**src/rtl/tiler_pkg.sv**
```systemverilog
package tiler_pkg;

    localparam int COORD_W  = 16;
    localparam int STRIDE_W = 12;
    localparam int ADDR_W   = 32;

    typedef enum logic {
        FMT_LINEAR = 1'b0,
        FMT_HIER   = 1'b1
    } tile_fmt_e;

    // Stage-1 record carried into the address composer
    typedef struct packed {
        logic                valid;
        tile_fmt_e           fmt;
        logic                err;
        logic                use_lin;
        logic [1:0]          bpp;
        logic [1:0]          slot;
        logic [3:0]          in_sub;
        logic [5:0]          inner;
        logic [COORD_W-1:0]  tx;
        logic [COORD_W-1:0]  ty;
        logic [COORD_W-1:0]  ux;
        logic [COORD_W-1:0]  uy;
        logic [STRIDE_W-1:0] stride;
    } stage1_t;

    // log2 of the microtile width in pixels
    function automatic logic [1:0] utile_wlog(input logic [1:0] code);
        case (code)
            2'd0:    return 2'd3;
            2'd1:    return 2'd3;
            2'd2:    return 2'd2;
            default: return 2'd1;
        endcase
    endfunction

    // log2 of the microtile height in pixels
    function automatic logic [1:0] utile_hlog(input logic [1:0] code);
        return (code == 2'd0) ? 2'd3 : 2'd2;
    endfunction

    // Subtile permutation by tile-row parity
    function automatic logic [1:0] sub_slot(input logic odd_row, input logic [1:0] idx);
        if (odd_row) begin
            case (idx)
                2'd0:    return 2'd2;
                2'd1:    return 2'd1;
                2'd2:    return 2'd3;
                default: return 2'd0;
            endcase
        end else begin
            case (idx)
                2'd0:    return 2'd0;
                2'd1:    return 2'd3;
                2'd2:    return 2'd1;
                default: return 2'd2;
            endcase
        end
    endfunction

endpackage

```
**src/rtl/mip_format_pick.sv**
```systemverilog
module mip_format_pick
    import tiler_pkg::*;
#(
    parameter int CW = COORD_W
) (
    input  logic [1:0]    bpp,
    input  logic [CW-1:0] lvl_w,
    input  logic [CW-1:0] lvl_h,
    output logic          use_lin
);
    localparam int LW = CW + 1;

    logic [LW-1:0] lim_w, lim_h;

    always_comb begin
        lim_w   = LW'(4) << utile_wlog(bpp);
        lim_h   = LW'(4) << utile_hlog(bpp);
        use_lin = (LW'(lvl_w) <= lim_w) || (LW'(lvl_h) <= lim_h);
    end
endmodule

```
**src/rtl/tiler_decode.sv**
```systemverilog
module tiler_decode
    import tiler_pkg::*;
#(
    parameter int CW = COORD_W,
    parameter int SW = STRIDE_W
) (
    input  logic          clk,
    input  logic          rst,
    input  logic          in_valid,
    input  logic [CW-1:0] in_x,
    input  logic [CW-1:0] in_y,
    input  logic [1:0]    in_bpp,
    input  logic [SW-1:0] in_stride,
    input  logic          in_fmt,
    input  logic          use_lin_in,
    output stage1_t       s1
);
    logic [1:0]    wl, hl;
    logic [CW-1:0] ux, uy, tstr, tx_raw, ty;
    logic [2:0]    px, py;
    logic [5:0]    row_base;
    logic          odd_row;
    stage1_t       nxt;

    always_comb begin
        wl       = utile_wlog(in_bpp);
        hl       = utile_hlog(in_bpp);
        ux       = in_x >> wl;
        uy       = in_y >> hl;
        px       = in_x[2:0] & ((3'd1 << wl) - 3'd1);
        py       = in_y[2:0] & ((3'd1 << hl) - 3'd1);
        row_base = 6'(py) << wl;
        tstr     = CW'(in_stride >> 3);
        tx_raw   = ux >> 3;
        ty       = uy >> 3;
        odd_row  = ty[0];

        nxt.valid   = in_valid;
        nxt.fmt     = tile_fmt_e'(in_fmt);
        nxt.err     = in_valid && (tile_fmt_e'(in_fmt) == FMT_HIER) && (in_stride[2:0] != 3'd0);
        nxt.use_lin = use_lin_in;
        nxt.bpp     = in_bpp;
        nxt.slot    = sub_slot(odd_row, {uy[2], ux[2]});
        nxt.in_sub  = {uy[1:0], ux[1:0]};
        nxt.inner   = (row_base | 6'(px)) << in_bpp;
        nxt.tx      = odd_row ? (tstr - tx_raw - CW'(1)) : tx_raw;
        nxt.ty      = ty;
        nxt.ux      = ux;
        nxt.uy      = uy;
        nxt.stride  = in_stride;
    end

    always_ff @(posedge clk) begin
        if (rst) s1 <= '0;
        else     s1 <= nxt;
    end
endmodule

```
**src/rtl/tiler_compose.sv**
```systemverilog
module tiler_compose
    import tiler_pkg::*;
#(
    parameter int AW = ADDR_W,
    parameter int SW = STRIDE_W
) (
    input  logic          clk,
    input  logic          rst,
    input  stage1_t       s1,
    output logic          out_valid,
    output logic [AW-1:0] out_addr,
    output logic          out_err,
    output logic          out_use_linear
);
    logic [AW-1:0] tile_idx, lin_idx, hier_addr, lin_addr;
    logic [1:0]    out_bpp;

    always_comb begin
        tile_idx  = AW'(s1.ty) * AW'(s1.stride >> 3) + AW'(s1.tx);
        hier_addr = (tile_idx << 12) + (AW'(s1.slot) << 10) + (AW'(s1.in_sub) << 6) + AW'(s1.inner);
        lin_idx   = AW'(s1.uy) * AW'(s1.stride) + AW'(s1.ux);
        lin_addr  = (lin_idx << 6) + AW'(s1.inner);
    end

    always_ff @(posedge clk) begin
        if (rst) begin
            out_valid      <= 1'b0;
            out_addr       <= '0;
            out_err        <= 1'b0;
            out_use_linear <= 1'b0;
            out_bpp        <= 2'd0;
        end else begin
            out_valid      <= s1.valid;
            out_addr       <= (s1.fmt == FMT_HIER) ? hier_addr : lin_addr;
            out_err        <= s1.valid && s1.err;
            out_use_linear <= s1.use_lin;
            out_bpp        <= s1.bpp;
        end
    end


    err_needs_valid_chk: assert property (@(posedge clk) disable iff (rst)
        out_err |-> out_valid);


    pixel_align_chk: assert property (@(posedge clk) disable iff (rst)
        (out_valid && !out_err) |-> ((out_addr & ((AW'(1) << out_bpp) - AW'(1))) == '0));
endmodule

```
**src/rtl/tex_tile_addr_gen.sv**
```systemverilog
module tex_tile_addr_gen
    import tiler_pkg::*;
#(
    parameter int CW = COORD_W,
    parameter int SW = STRIDE_W,
    parameter int AW = ADDR_W
) (
    input  logic          clk,
    input  logic          rst,
    input  logic          in_valid,
    input  logic [CW-1:0] in_x,
    input  logic [CW-1:0] in_y,
    input  logic [1:0]    in_bpp,
    input  logic [SW-1:0] in_stride,
    input  logic          in_fmt,
    input  logic [CW-1:0] mip_w,
    input  logic [CW-1:0] mip_h,
    output logic          out_valid,
    output logic [AW-1:0] out_addr,
    output logic          out_err,
    output logic          out_use_linear
);
    localparam int LAT = 2;

    logic    use_lin_c;
    stage1_t s1;

    mip_format_pick #(.CW(CW)) u_pick (
        .bpp(in_bpp), .lvl_w(mip_w), .lvl_h(mip_h), .use_lin(use_lin_c)
    );

    tiler_decode #(.CW(CW), .SW(SW)) u_decode (
        .clk(clk), .rst(rst), .in_valid(in_valid), .in_x(in_x), .in_y(in_y),
        .in_bpp(in_bpp), .in_stride(in_stride), .in_fmt(in_fmt),
        .use_lin_in(use_lin_c), .s1(s1)
    );

    tiler_compose #(.AW(AW), .SW(SW)) u_compose (
        .clk(clk), .rst(rst), .s1(s1), .out_valid(out_valid), .out_addr(out_addr),
        .out_err(out_err), .out_use_linear(out_use_linear)
    );

    // cycles since reset, saturating at the pipeline depth
    logic [1:0] since_rst;
    always_ff @(posedge clk) begin
        if (rst)                     since_rst <= 2'd0;
        else if (since_rst != 2'(LAT)) since_rst <= since_rst + 2'd1;
    end


    valid_latency_chk: assert property (@(posedge clk) disable iff (rst)
        (since_rst == 2'(LAT)) |-> (out_valid == $past(in_valid, 2)));


    err_source_chk: assert property (@(posedge clk) disable iff (rst)
        (since_rst == 2'(LAT)) |->
        (out_err == ($past(in_valid, 2) && $past(in_fmt, 2) && ($past(in_stride[2:0], 2) != 3'd0))));
endmodule

```
**config.mk**
```make
export PLATFORM = sky130hd
export DESIGN_NAME = tex_tile_addr_gen
export DESIGN_NICKNAME = d
export VERILOG_FILES = /design/src/rtl/tiler_pkg.sv /design/src/rtl/mip_format_pick.sv /design/src/rtl/tiler_decode.sv /design/src/rtl/tiler_compose.sv /design/src/rtl/tex_tile_addr_gen.sv
export SDC_FILE = /design/constraint.sdc
export NUM_CORES = 1
export LEC_CHECK = 0
export BUFFER_PORTS_ARGS = -buffer_cell sky130_fd_sc_hd__buf_2
export CAP_MARGIN = 20
export CORE_MARGIN = 2
export CORE_UTILIZATION = 61
export DETAILED_ROUTE_END_ITERATION = 6
export PLACE_DENSITY = 0.82
export SYNTH_ARGS = -nofsm -noshare
export SYNTH_HDL_FRONTEND = slang
export SYNTH_SLANG_ARGS = --single-unit
```
**constraint.sdc**
```tcl
create_clock -name clk -period 6.2 [get_ports clk]
set_clock_uncertainty 0.1 [all_clocks]
set_input_delay 0.62 -clock clk [delete_from_list [all_inputs] [get_ports clk]]
set_output_delay 0.62 -clock clk [all_outputs]
set_load 0.01 [all_outputs]
```
-- After elaboration in Yosys (flattened, before gate mapping)
Index checks and enable logic that the tools add are counted.
Widths: inputs -> output; s select.
- register bits: 127
- latch bits: 0
- RAM bits: 0
- memory bits (read-only): 0
- bits of input ports: 82
- output and inout port bits: 35
- word-level logic and storage cells: 64
- memories kept: 0
- add/subtract/negate cells: 10
- multiply operators: 2
- div/mod/pow operators: 0
- order comparisons: 2
- equal/unequal tests: 4
- shifts and indexed selects: 8
- mux-type cells: 7
- bitwise logic cells: 4
- reductions and logical operators: 9
- operators with widths (cell ; number):
    $add 32x6->32 ; 2
    $le 16x17->1 ; 2
    $shl 3x2->17 const A ; 2
    $add 32x10->32 ; 1
    $add 32x12->32 ; 1
    $mux 32 ; 1
    $shr 16x2->16 ; 2
    $add 26x16->26 ; 1
    $mul 16x12->26 ; 1
    $add 20x16->20 ; 1
    $mul 16x9->20 ; 1
    $sub 16x1->16 const B ; 1
    $sub 9x13->14 ; 1
    $mux 13 ; 1
    $pmux 2 s3 ; 2
    $and 3x3->3 ; 2
    $or 6x3->6 ; 1
    $shl 1x2->3 const A ; 2
    $shl 3x2->6 ; 1
    $shl 6x2->6 ; 1
    $sub 3x1->3 const B ; 2
    $eq 2x1->1 const B ; 2
    $eq 2x2->1 const B ; 2
    $logic_not 2->1 ; 2
    other kinds (8) ; 11

-- Longest topological paths before layout
Gate-level depths: netlist (run 1).
- depth after elaboration: 8
- gate-level depth with buffers: 21
- mapped depth without buffers: 20

-- By module
From an unflattened synthesis (run 1), not the netlist that was laid out.
- cell total of the unflattened synthesis: 1848
- area, all modules: 15911.5 µm²
- modules (own cells, without submodules) (module ; times used ; cells each ; area an instance (µm²) ; seq. area each (µm²)):
    tiler_compose ; 1 ; 1411 ; 12126.6 ; 700.7
    tiler_decode ; 1 ; 410 ; 3602.2 ; 1421.4
    mip_format_pick ; 1 ; 27 ; 182.7 ; 0.0

-- Worst setup path before layout (run 1)
No wires, ideal clock.
- path type: register to register
- start point: reg, netlist name u_decode.s1[5]
- end point: reg u_compose.out_addr[30]
- library setup time: 79 ps
- arrival: 5230 ps
- required time: 6021 ps
- slack: 791 ps
- cell stages (with the launch flop): 21
- buffers on the path: 1
- period minus slack after synthesis: 5409 ps
- cells stage by stage: dfxtp_1 > clkbuf_1 > nand2_1 > fa_1 > inv_1 > fa_1 > inv_1 > fa_1 > inv_1 > fa_1 > inv_1 > fa_1 > inv_1 > ha_1 > o21ai_0 > a22oi_1 > o21a_1 > and2_1 > o31ai_1 > or4b_2 > o211ai_1
- cells in the longest elaborated chain, start to end: 6
- elaborated cells between the ends (all ways): 9
- those cells by class: 6 x add/sub; 2 x mul; 1 x mux
- ends and longest elaborated chain (element ; line ; text):
    $mul 16x9->20 ; tiler_compose.sv:19 ; tile_idx = AW'(s1.ty) * AW'(s1.stride >> 3) + AW'(s1.tx);
    $add 20x16->20 ; tiler_compose.sv:19 ;
    $add 32x12->32 ; tiler_compose.sv:20 ; hier_addr = (tile_idx << 12) + (AW'(s1.slot) << 10) + (AW'(s1.in_sub) << 6) + AW'(s1.inner);
    $add 32x10->32 ; tiler_compose.sv:20 ;
    $add 32x6->32 ; tiler_compose.sv:20 ;
    $mux 32 * ; tiler_compose.sv:34 ; out_addr <= (s1.fmt == FMT_HIER) ? hier_addr : lin_addr;
    to (signal assigned) ; tiler_compose.sv:34 ;
    to (decl) ; tiler_compose.sv:11 ; output logic [AW-1:0] out_addr,
Every way passes the cells marked *; elsewhere a longest branch is shown, timed or not.
A chain may end at the register's enable or synchronous reset.

-- Worst setup path after layout (run 1)
- start point: reg, netlist name u_decode.s1[18]
- end point: reg u_compose.out_addr[23]
- cells in the longest elaborated chain, start to end: 4
- ends and longest elaborated chain (element ; line ; text):
    $mul 16x12->26 ; tiler_compose.sv:21 ; lin_idx = AW'(s1.uy) * AW'(s1.stride) + AW'(s1.ux);
    $add 26x16->26 ; tiler_compose.sv:21 ;
    $add 32x6->32 ; tiler_compose.sv:22 ; lin_addr = (lin_idx << 6) + AW'(s1.inner);
    $mux 32 ; tiler_compose.sv:34 ;
No other way between the ends.

==> metrics.log, run 1 <==
[metrics] number of nets produced by synthesis: roughly 1.8k
[metrics] Worst Max-Slew Pin Slew: 0.728 ns
[metrics] number of gates resized after CTS: 0
[metrics] standby leakage power: 6.94 nW
[metrics] final setup vio count: 0
[metrics] via count: around 10k
[metrics] final weighted congestion in routability-driven placement: 0.927
[metrics] critical path's largest stage delay: approximately 0.60 ns
[metrics] length in cells of the worst reg-to-reg path: 20
[metrics] die height: 145 microns
[metrics] Initial Utilization: about 62%
[metrics] setup repair after global routing missed its margin: false
[metrics] highest-delay cell along the critical path: dfxtp_1
[metrics] total routed wirelength: about 30000 microns
[metrics] worst setup path category: flop to flop
[metrics] crit path capture type: flop
[metrics] first-pass iteration count of the detailed router: 6
[metrics] count of boundary I/O pins: roughly 120
[metrics] DP Wirelength: about 25000 microns
[metrics] Iteration-0 DRC Markers: approximately 590
[metrics] area share of the largest cell type after synthesis: a little over a quarter
[metrics] most frequently used cell type in the post-synthesis netlist: inv_1
[metrics] Worst Hold Endpoint: u_compose.out_err$_SDFF_PP0_
[metrics] number of global-route vias before repair: around 10k
[metrics] number of nets in the layout: about 1.9k
[metrics] # Max-Cap Violations: 0
[metrics] number of antenna violations at the first check in global routing: 0
[metrics] DRC: 0
[metrics] post-synthesis instance total: 1417
[metrics] crit-path leading delay family: adder cells
[metrics] Critical Path RT: about 6.4 ns
[metrics] number of buffers added by the clock tree synthesis step: 9
[metrics] depth of the CTS H-tree: 3
[metrics] number of library cell types mapped by synthesis: between 70 and 80
[metrics] maximum number of pins on one net before global-route repair: 56
[metrics] number of synthesized flops with an enable pin: 0
[metrics] FFs w/ async S/R, synth: 0%
[metrics] total die area: 21100 sq um
[metrics] synthesis-to-layout area growth: 9.57%
[metrics] Power, Total: between 2 and 3 mW
[metrics] worst path cell trace: and2_1 > fa_1 > inv_1 > fa_1 > fa_1 > inv_1 > fa_1 > inv_1 > fa_1 > inv_1 > ha_1 > a2111oi_0 > o21ai_0 > buf_4 > and2_1 > a21oi_1 > o21bai_1 > a21oi_1 > nor4_1 > a221o_1
[metrics] Worst Hold Launch: u_decode.s1[91]$_SDFF_PP0_
[metrics] startpoint kind of the worst setup timing path: flop
[metrics] arrival time reported for the critical path endpoint: 6.16 ns
[metrics] worst r2r dst: u_compose.out_addr[23]$_SDFF_PP0_
[metrics] leading cell types by total area after synthesis: fa_1 26%, dfxtp_1 17%, ha_1 12%, inv_1 9.0%, and2_1 5.6%
[metrics] sequential element share of the synthesized area: 17.3%
[metrics] num rows: 51
[metrics] source-to-sink clock delay at the later pin of the worst-skew pair: ~0.37 ns
[metrics] Min Clock Period, post-route: between 6 and 7 ns
[metrics] class of the tightest hold or removal check: flop to flop
[metrics] synthesis-stage register bit count: approximately 110
[metrics] WHS Path Cells: 1
[metrics] clock sinks: around 110
[metrics] fraction of layout cells with a size suffix above 1: 11.4%
[metrics] cell type with the largest total area after synthesis: fa_1
[metrics] Bufs and invs on worst path: 5
[metrics] antenna fix cells: 0
[metrics] count of antenna-violating nets left after detailed routing: 0
[metrics] total power per unit cell area: ~210 nW/um^2
[metrics] gr ovfl total: 0
[metrics] number of buffers on the longest clock path: 2
[metrics] max-slew violation count: 0
[metrics] global-route wire length before repair: between 40000 and 50000 microns
[metrics] Avg WL per Cell: between 15 and 20 microns
[metrics] Placeable Area: 19500 sq um
[metrics] count of endpoints failing hold in the final timing report: 0
[metrics] highest fanout seen on the critical path: 12
[metrics] Post-CTS Setup Bufs: 0
[metrics] worst supply voltage drop on vdd: about 0.13 mV
[metrics] beginning of the worst register-to-register path: u_decode.s1[18]$_SDFF_PP0_
[metrics] cts hold-fix bufs: 0
[metrics] root cell of the clock tree: clkbuf_16
[metrics] Synth Warn #: 0
[metrics] Tcrit/Tclk final: between 90% and 100%
[metrics] flop-to-flop setup slack: about 0.19 ns
[metrics] TritonCTS clock tree: done
[metrics] Top FF cell, synth: dfxtp_1
[metrics] GRT Util Overall: a little under 30%
[metrics] headroom to the max-slew limit: between 50% and 60%
[metrics] Max Clock Freq: 166 MHz
[metrics] post-synthesis cell area: about 12000 sq um
[metrics] Post-Route Setup TNS: 0 ns
[metrics] result of the run: finished, final reports clean
[metrics] most used standard cells in the synthesized netlist: 293 x inv_1, 160 x fa_1, 121 x nand2_1
[metrics] clock transition at the registers of the reported paths: ~0.09 ns
[metrics] DR vias/cell: 5.54
[metrics] overall die width: between 100 and 150 microns
[metrics] number of port buffers: about 120
[metrics] cell type with the highest occurrence count on the critical path: fa_1
[metrics] Core Util, Final: between 60% and 70%
[metrics] syn_area_per_cell: ~8.6 sq um
==> area by class of cell <==
class	instances	area [sq um]
multi-input combinational	964	8740
clock buffer	11	253
sequential	105	2100
inverter	294	1100
fill	1508	6200
clock inverter	5	66.3
timing repair buffer	135	726
tap	265	332
==> per-stage QoR <==
stage                     cell area (sq um)  instances  hold slack, ns  setup WS (ns)
after floorplan                       12200       1417           0.306          0.791
after global placement                13000       1763           0.310          0.401
after detailed placement              13000       1763           0.324          0.303
after CTS                             13300       1779           0.339          0.252
after global routing                  13300       1779           0.362         0.0297
final                                 13300       1779           0.339          0.190
==> sequential cells by signal (all words and copies together) (netlist names) <==
signal	count
u_decode.s1	70
u_compose.out_addr	32
u_compose.out_err	1
u_compose.out_use_linear	1
u_compose.out_valid	1
==> metal layers <==
| metal | up-vias | track usage, % | part of all wire [%] |
|---|---|---|---|
| met5 | - | 0 | 0 |
| met4 | 0 | 11.0 | 3.6 |
| met3 | 83 | 6.29 | 9.0 |
| met2 | 448 | 49.0 | 47 |
| met1 | 4708 | 37.4 | 40 |
| li1 | 4614 | - | - |
==> kinds of logic after synthesis <==
kind of cell	count (synthesis)	synth area share, %
compound gates	190	10.2
xor+xnor	46	3.47
fa+ha+maj	278	38.5
buf+inv	348	10.9
flops	105	17.3
mux	27	2.24
other cells	1	0.0308
simple gates	422	17.4
==> worst register-to-register path, cell delays in order (launching register included) <==
cell	delay [ns]
dfxtp_1	0.60
and2_1	0.23
fa_1	0.46
inv_1	0.10
fa_1	0.43
fa_1	0.49
inv_1	0.05
fa_1	0.52
inv_1	0.05
fa_1	0.53
inv_1	0.05
ha_1	0.37
a2111oi_0	0.42
o21ai_0	0.30
buf_4	0.22
and2_1	0.13
a21oi_1	0.23
o21bai_1	0.09
a21oi_1	0.20
nor4_1	0.06
a221o_1	0.27
==> worst max path at each step <==
stage / cells after the start / end / from / slack [ns]
3_3_place_gp: 20 / u_compose.out_addr[30]$_SDFF_PP0_ / u_decode.s1[4]$_SDFF_PP0_ / 0.40
4_1_cts: 20 / u_compose.out_addr[30]$_SDFF_PP0_ / u_decode.s1[4]$_SDFF_PP0_ / 0.25
5_1_grt: 20 / u_compose.out_addr[23]$_SDFF_PP0_ / u_decode.s1[18]$_SDFF_PP0_ / 0.03
2_1_floorplan: 20 / u_compose.out_addr[30]$_SDFF_PP0_ / u_decode.s1[5]$_SDFF_PP0_ / 0.79
6_report: 20 / u_compose.out_addr[23]$_SDFF_PP0_ / u_decode.s1[18]$_SDFF_PP0_ / 0.19
3_5_place_dp: 20 / u_compose.out_addr[30]$_SDFF_PP0_ / u_decode.s1[4]$_SDFF_PP0_ / 0.30
==> cell usage in the layout (no fill, tap or decap), types with 3 or more instances in the layout <==
master       n
a2111oi_0    3
nand4_1      4
nor3_2       3
o21bai_1     7
xor2_1      15
nor2b_1     23
nor3_1      16
clkbuf_16    9
nor4_1       6
mux2i_1     25
a21o_1      15
or3_1        3
a21oi_1     67
a211oi_1    23
dfxtp_1    105
fa_1       160
o21ai_0     31
nor2_1     103
ha_1       118
nand2b_1     7
xnor2_1     30
a31o_2       3
o21a_1       5
a31oi_1      5
buf_2      115
o31ai_1      4
nand3_1      6
buf_4       20
nor3b_1      5
and3_1       5
inv_1      293
and2_1     108
nand2_1    121
==> power breakdown <==
part | switching [mW] | leakage [nW] | internal [mW]
registers | 0.0559 | 0.870 | 0.751
logic | 0.802 | 5.92 | 0.547
clock network | 0.295 | 0.155 | 0.342
No activity file was read; power rests on OpenSTA's default activity.
==> run 2, diff against run 1 <==
--- a/config.mk
+++ b/config.mk
@@ -14,3 +14,4 @@
 export SYNTH_ARGS = -nofsm -noshare
 export SYNTH_HDL_FRONTEND = slang
 export SYNTH_SLANG_ARGS = --single-unit
+export TNS_END_PERCENT = 1
==> constraint.sdc (replaced) <==
create_clock -name clk -period 6.2 [get_ports clk]
set_clock_uncertainty 0.1 [all_clocks]
set_input_delay 1.24 -clock clk [delete_from_list [all_inputs] [get_ports clk]]
set_output_delay 1.24 -clock clk [all_outputs]
set_load 0.01 [all_outputs]
==> run 2 against run 1 <==
Count of clock-buffer cells in the layout decreased by 1. Fmax up 0.78%. Sequential power about the same. Largest cell class unchanged. Largest power group unchanged. Cell count unchanged.
==> metrics.log, run 2 (synthesis gave the netlist of run 1 again) <==
[metrics] antenna fix cells: 0 (unchanged)
[metrics] Critical Path RT: 6.38 ns (was 6.35 ns)
[metrics] flip-flop count of the largest register after layout: 70 (unchanged)
[metrics] fraction of layout cells with a size suffix above 1: 11.5% (was 11.4%)
[metrics] number of global-route vias before repair: 9984 (was 10.1k)
[metrics] clock transition at the registers of the reported paths: 0.07 ns (was 0.09 ns)
[metrics] most common cell after layout, fill and taps aside: inv_1 (unchanged)
[metrics] number of buffers added by the clock tree synthesis step: 9 (unchanged)
[metrics] max-slew violation count: 0 (unchanged)
[metrics] count of endpoints failing hold in the final timing report: 0 (unchanged)
[metrics] DR vias/cell: 5.52 (was 5.54)
[metrics] DP Wirelength: 25100 microns (was 24800 microns)
[metrics] arrival time reported for the critical path endpoint: 6.15 ns (was 6.16 ns)
[metrics] global-route wire length before repair: 49100 microns (was 49200 microns)
[metrics] result of the run: finished, final reports clean (unchanged)
[metrics] TritonCTS clock tree: done (unchanged)
[metrics] fillers: 1541 (was 1508)
[metrics] Avg WL per Cell: 17.0 microns (about the same)
[metrics] worst setup path category: flop to flop (unchanged)
[metrics] GRT Util Overall: 29.2% (was 29.3%)
[metrics] DRC: 0 (unchanged)
[metrics] gr ovfl total: 0 (unchanged)
[metrics] startpoint kind of the worst setup timing path: flop (unchanged)
[metrics] Placed Area: 13000 sq um (about the same)
[metrics] worst path cell trace: buf_4 > nand2_1 > fa_1 > inv_1 > fa_1 > inv_1 > fa_1 > inv_1 > fa_1 > inv_1 > fa_1 > inv_1 > ha_1 > o21ai_0 > a22oi_1 > o21a_1 > and2_1 > o31ai_1 > or4b_2 > o211ai_1 (was and2_1 > fa_1 > inv_1 > fa_1 > fa_1 > inv_1 > fa_1 > inv_1 > fa_1 > inv_1 > ha_1 > a2111oi_0 > o21ai_0 > buf_4 > and2_1 > a21oi_1 > o21bai_1 > a21oi_1 > nor4_1 > a221o_1)
[metrics] root cell of the clock tree: clkbuf_16 (unchanged)
[metrics] final setup vio count: 0 (unchanged)
[metrics] Post-CTS Setup Bufs: 0 (unchanged)
[metrics] crit path capture type: flop (unchanged)
[metrics] Min Clock Period, post-route: 5.96 ns (was 6.01 ns)
[metrics] Multi-input gate area: 8740 sq um (unchanged)
[metrics] depth of the CTS H-tree: 3 (unchanged)
[metrics] cts hold-fix bufs: 0 (unchanged)
[metrics] total routed wirelength: 30300 microns (was 30200 microns)
[metrics] Iteration-0 DRC Markers: 613 (was 585)
[metrics] worst supply voltage drop on vdd: 0.147 mV (was 0.132 mV)
[metrics] source-to-sink clock delay at the later pin of the worst-skew pair: 0.36 ns (was 0.37 ns)
[metrics] Worst Max-Slew Pin Slew: 0.691 ns (was 0.728 ns)
[metrics] total die area: 21100 sq um (unchanged)
[metrics] Core Util, Final: 68.3% (about the same)
[metrics] highest fanout seen on the critical path: 9 (was 12)
[metrics] number of buffers on the longest clock path: 2 (unchanged)
[metrics] clock sinks: 105 (unchanged)
[metrics] final weighted congestion in routability-driven placement: 0.926 (was 0.927)
[metrics] headroom to the max-slew limit: 53.9% (was 51.4%)
[metrics] Power, Total: 2.79 mW (about the same)
[metrics] synthesis-to-layout area growth: 9.64% (was 9.57%)
[metrics] overall die width: 145 microns (unchanged)
[metrics] class of the tightest hold or removal check: flop to flop (unchanged)
[metrics] # Max-Cap Violations: 0 (unchanged)
[metrics] die height: 145 microns (unchanged)
[metrics] critical path's largest stage delay: 0.62 ns (was 0.60 ns)
[metrics] top flop regs: u_decode.s1: 70 flops, u_compose.out_addr: 32 flops (unchanged)
[metrics] Non-Filler Cell Area, Final: 13300 sq um (about the same)
[metrics] most frequent cells in the layout: 293 x inv_1, 160 x fa_1, 121 x nand2_1, 118 x ha_1, 115 x buf_2 (unchanged)
[metrics] total power per unit cell area: 210 nW/um^2 (about the same)
[metrics] length in cells of the worst reg-to-reg path: 20 (unchanged)
[metrics] num rows: 51 (unchanged)
[metrics] Tcrit/Tclk final: 96.2% (was 96.9%)
[metrics] WHS Path Cells: 1 (unchanged)
[metrics] number of nets in the layout: 1870 (was 1869)
[metrics] setup repair after global routing missed its margin: false (unchanged)
[metrics] count of boundary I/O pins: 117 (unchanged)
[metrics] most flop-heavy register: u_decode.s1 (unchanged)
[metrics] sequential cell area in the final layout: 2100 sq um (about the same)
[metrics] Initial Utilization: 62.3% (unchanged)
[metrics] via count: 9827 (was 9853)
[metrics] standby leakage power: 6.95 nW (was 6.94 nW)
[metrics] Placeable Area: 19500 sq um (unchanged)
[metrics] maximum number of pins on one net before global-route repair: 56 (unchanged)
[metrics] highest-delay cell along the critical path: or4b_2 (was dfxtp_1)
[metrics] first-pass iteration count of the detailed router: 5 (was 6)
[metrics] Post-Route Setup TNS: 0 ns (unchanged)
[metrics] worst hold slack after final layout: 0.344 ns (was 0.339 ns)
[metrics] number of antenna violations at the first check in global routing: 0 (unchanged)
[metrics] Max Clock Freq: 168 MHz (was 166 MHz)
[metrics] number of port buffers: 116 (unchanged)
[metrics] count of antenna-violating nets left after detailed routing: 0 (unchanged)
==> run 2: path summary, 6_finish.rpt <==
kind                                             to                       start  slack [ns]
setup / recovery  u_compose.out_addr[30]$_SDFF_PP0_   u_decode.s1[4]$_SDFF_PP0_        0.24
hold / removal     u_compose.out_addr[0]$_SDFF_PP0_  u_decode.s1[76]$_SDFF_PP0_        0.34
setup reg to reg  u_compose.out_addr[30]$_SDFF_PP0_   u_decode.s1[4]$_SDFF_PP0_        0.24
hold reg to reg    u_compose.out_addr[0]$_SDFF_PP0_  u_decode.s1[76]$_SDFF_PP0_        0.34
==> run 2: area by class of cell <==
type / instances / area share [%]
clock inverter: 5 / 0.666
sequential: 105 / 15.8
tap: 265 / 2.49
timing repair buffer: 136 / 5.50
inverter: 294 / 8.28
multi-input combinational: 964 / 65.6
clock buffer: 10 / 1.72
==> run 2: what timing repair did <==
item,in CTS,in global routing
endpoints found under the hold margin,0,0
endpoints found under the setup margin,0,2
resized for setup,0,4
==> run 2: stage by stage <==
stage,instances,setup WS [ns]
after floorplan,1417,0.791
after global placement,1764,0.400
after detailed placement,1764,0.249
after CTS,1779,0.256
after global routing,1779,0.0155
final,1779,0.237
==> run 2: power by group <==
part           switching, mW  internal (mW)
Clock                  0.274          0.358
Sequential            0.0553          0.752
Combinational          0.807          0.549
Total                   1.14           1.66
==> run 2: worst max-delay path, delay by kind of cell, from the launching register on <==
family,cells,cell delay [ns]
DFF,1,0.52
and+or+nand+nor,3,0.95
buffers and inverters,6,0.48
adders and majority gates,6,2.93
AOI/OAI and AO/OA,5,0.91
==> run 2: routing by layer <==
metal	vias up	global-route usage, %	routed length [microns]
li1	4621	-	-
met1	4709	37.2	12400
met2	411	48.7	14200
met3	86	6.13	2410
met4	0	11.8	1220
met5	-	0	0
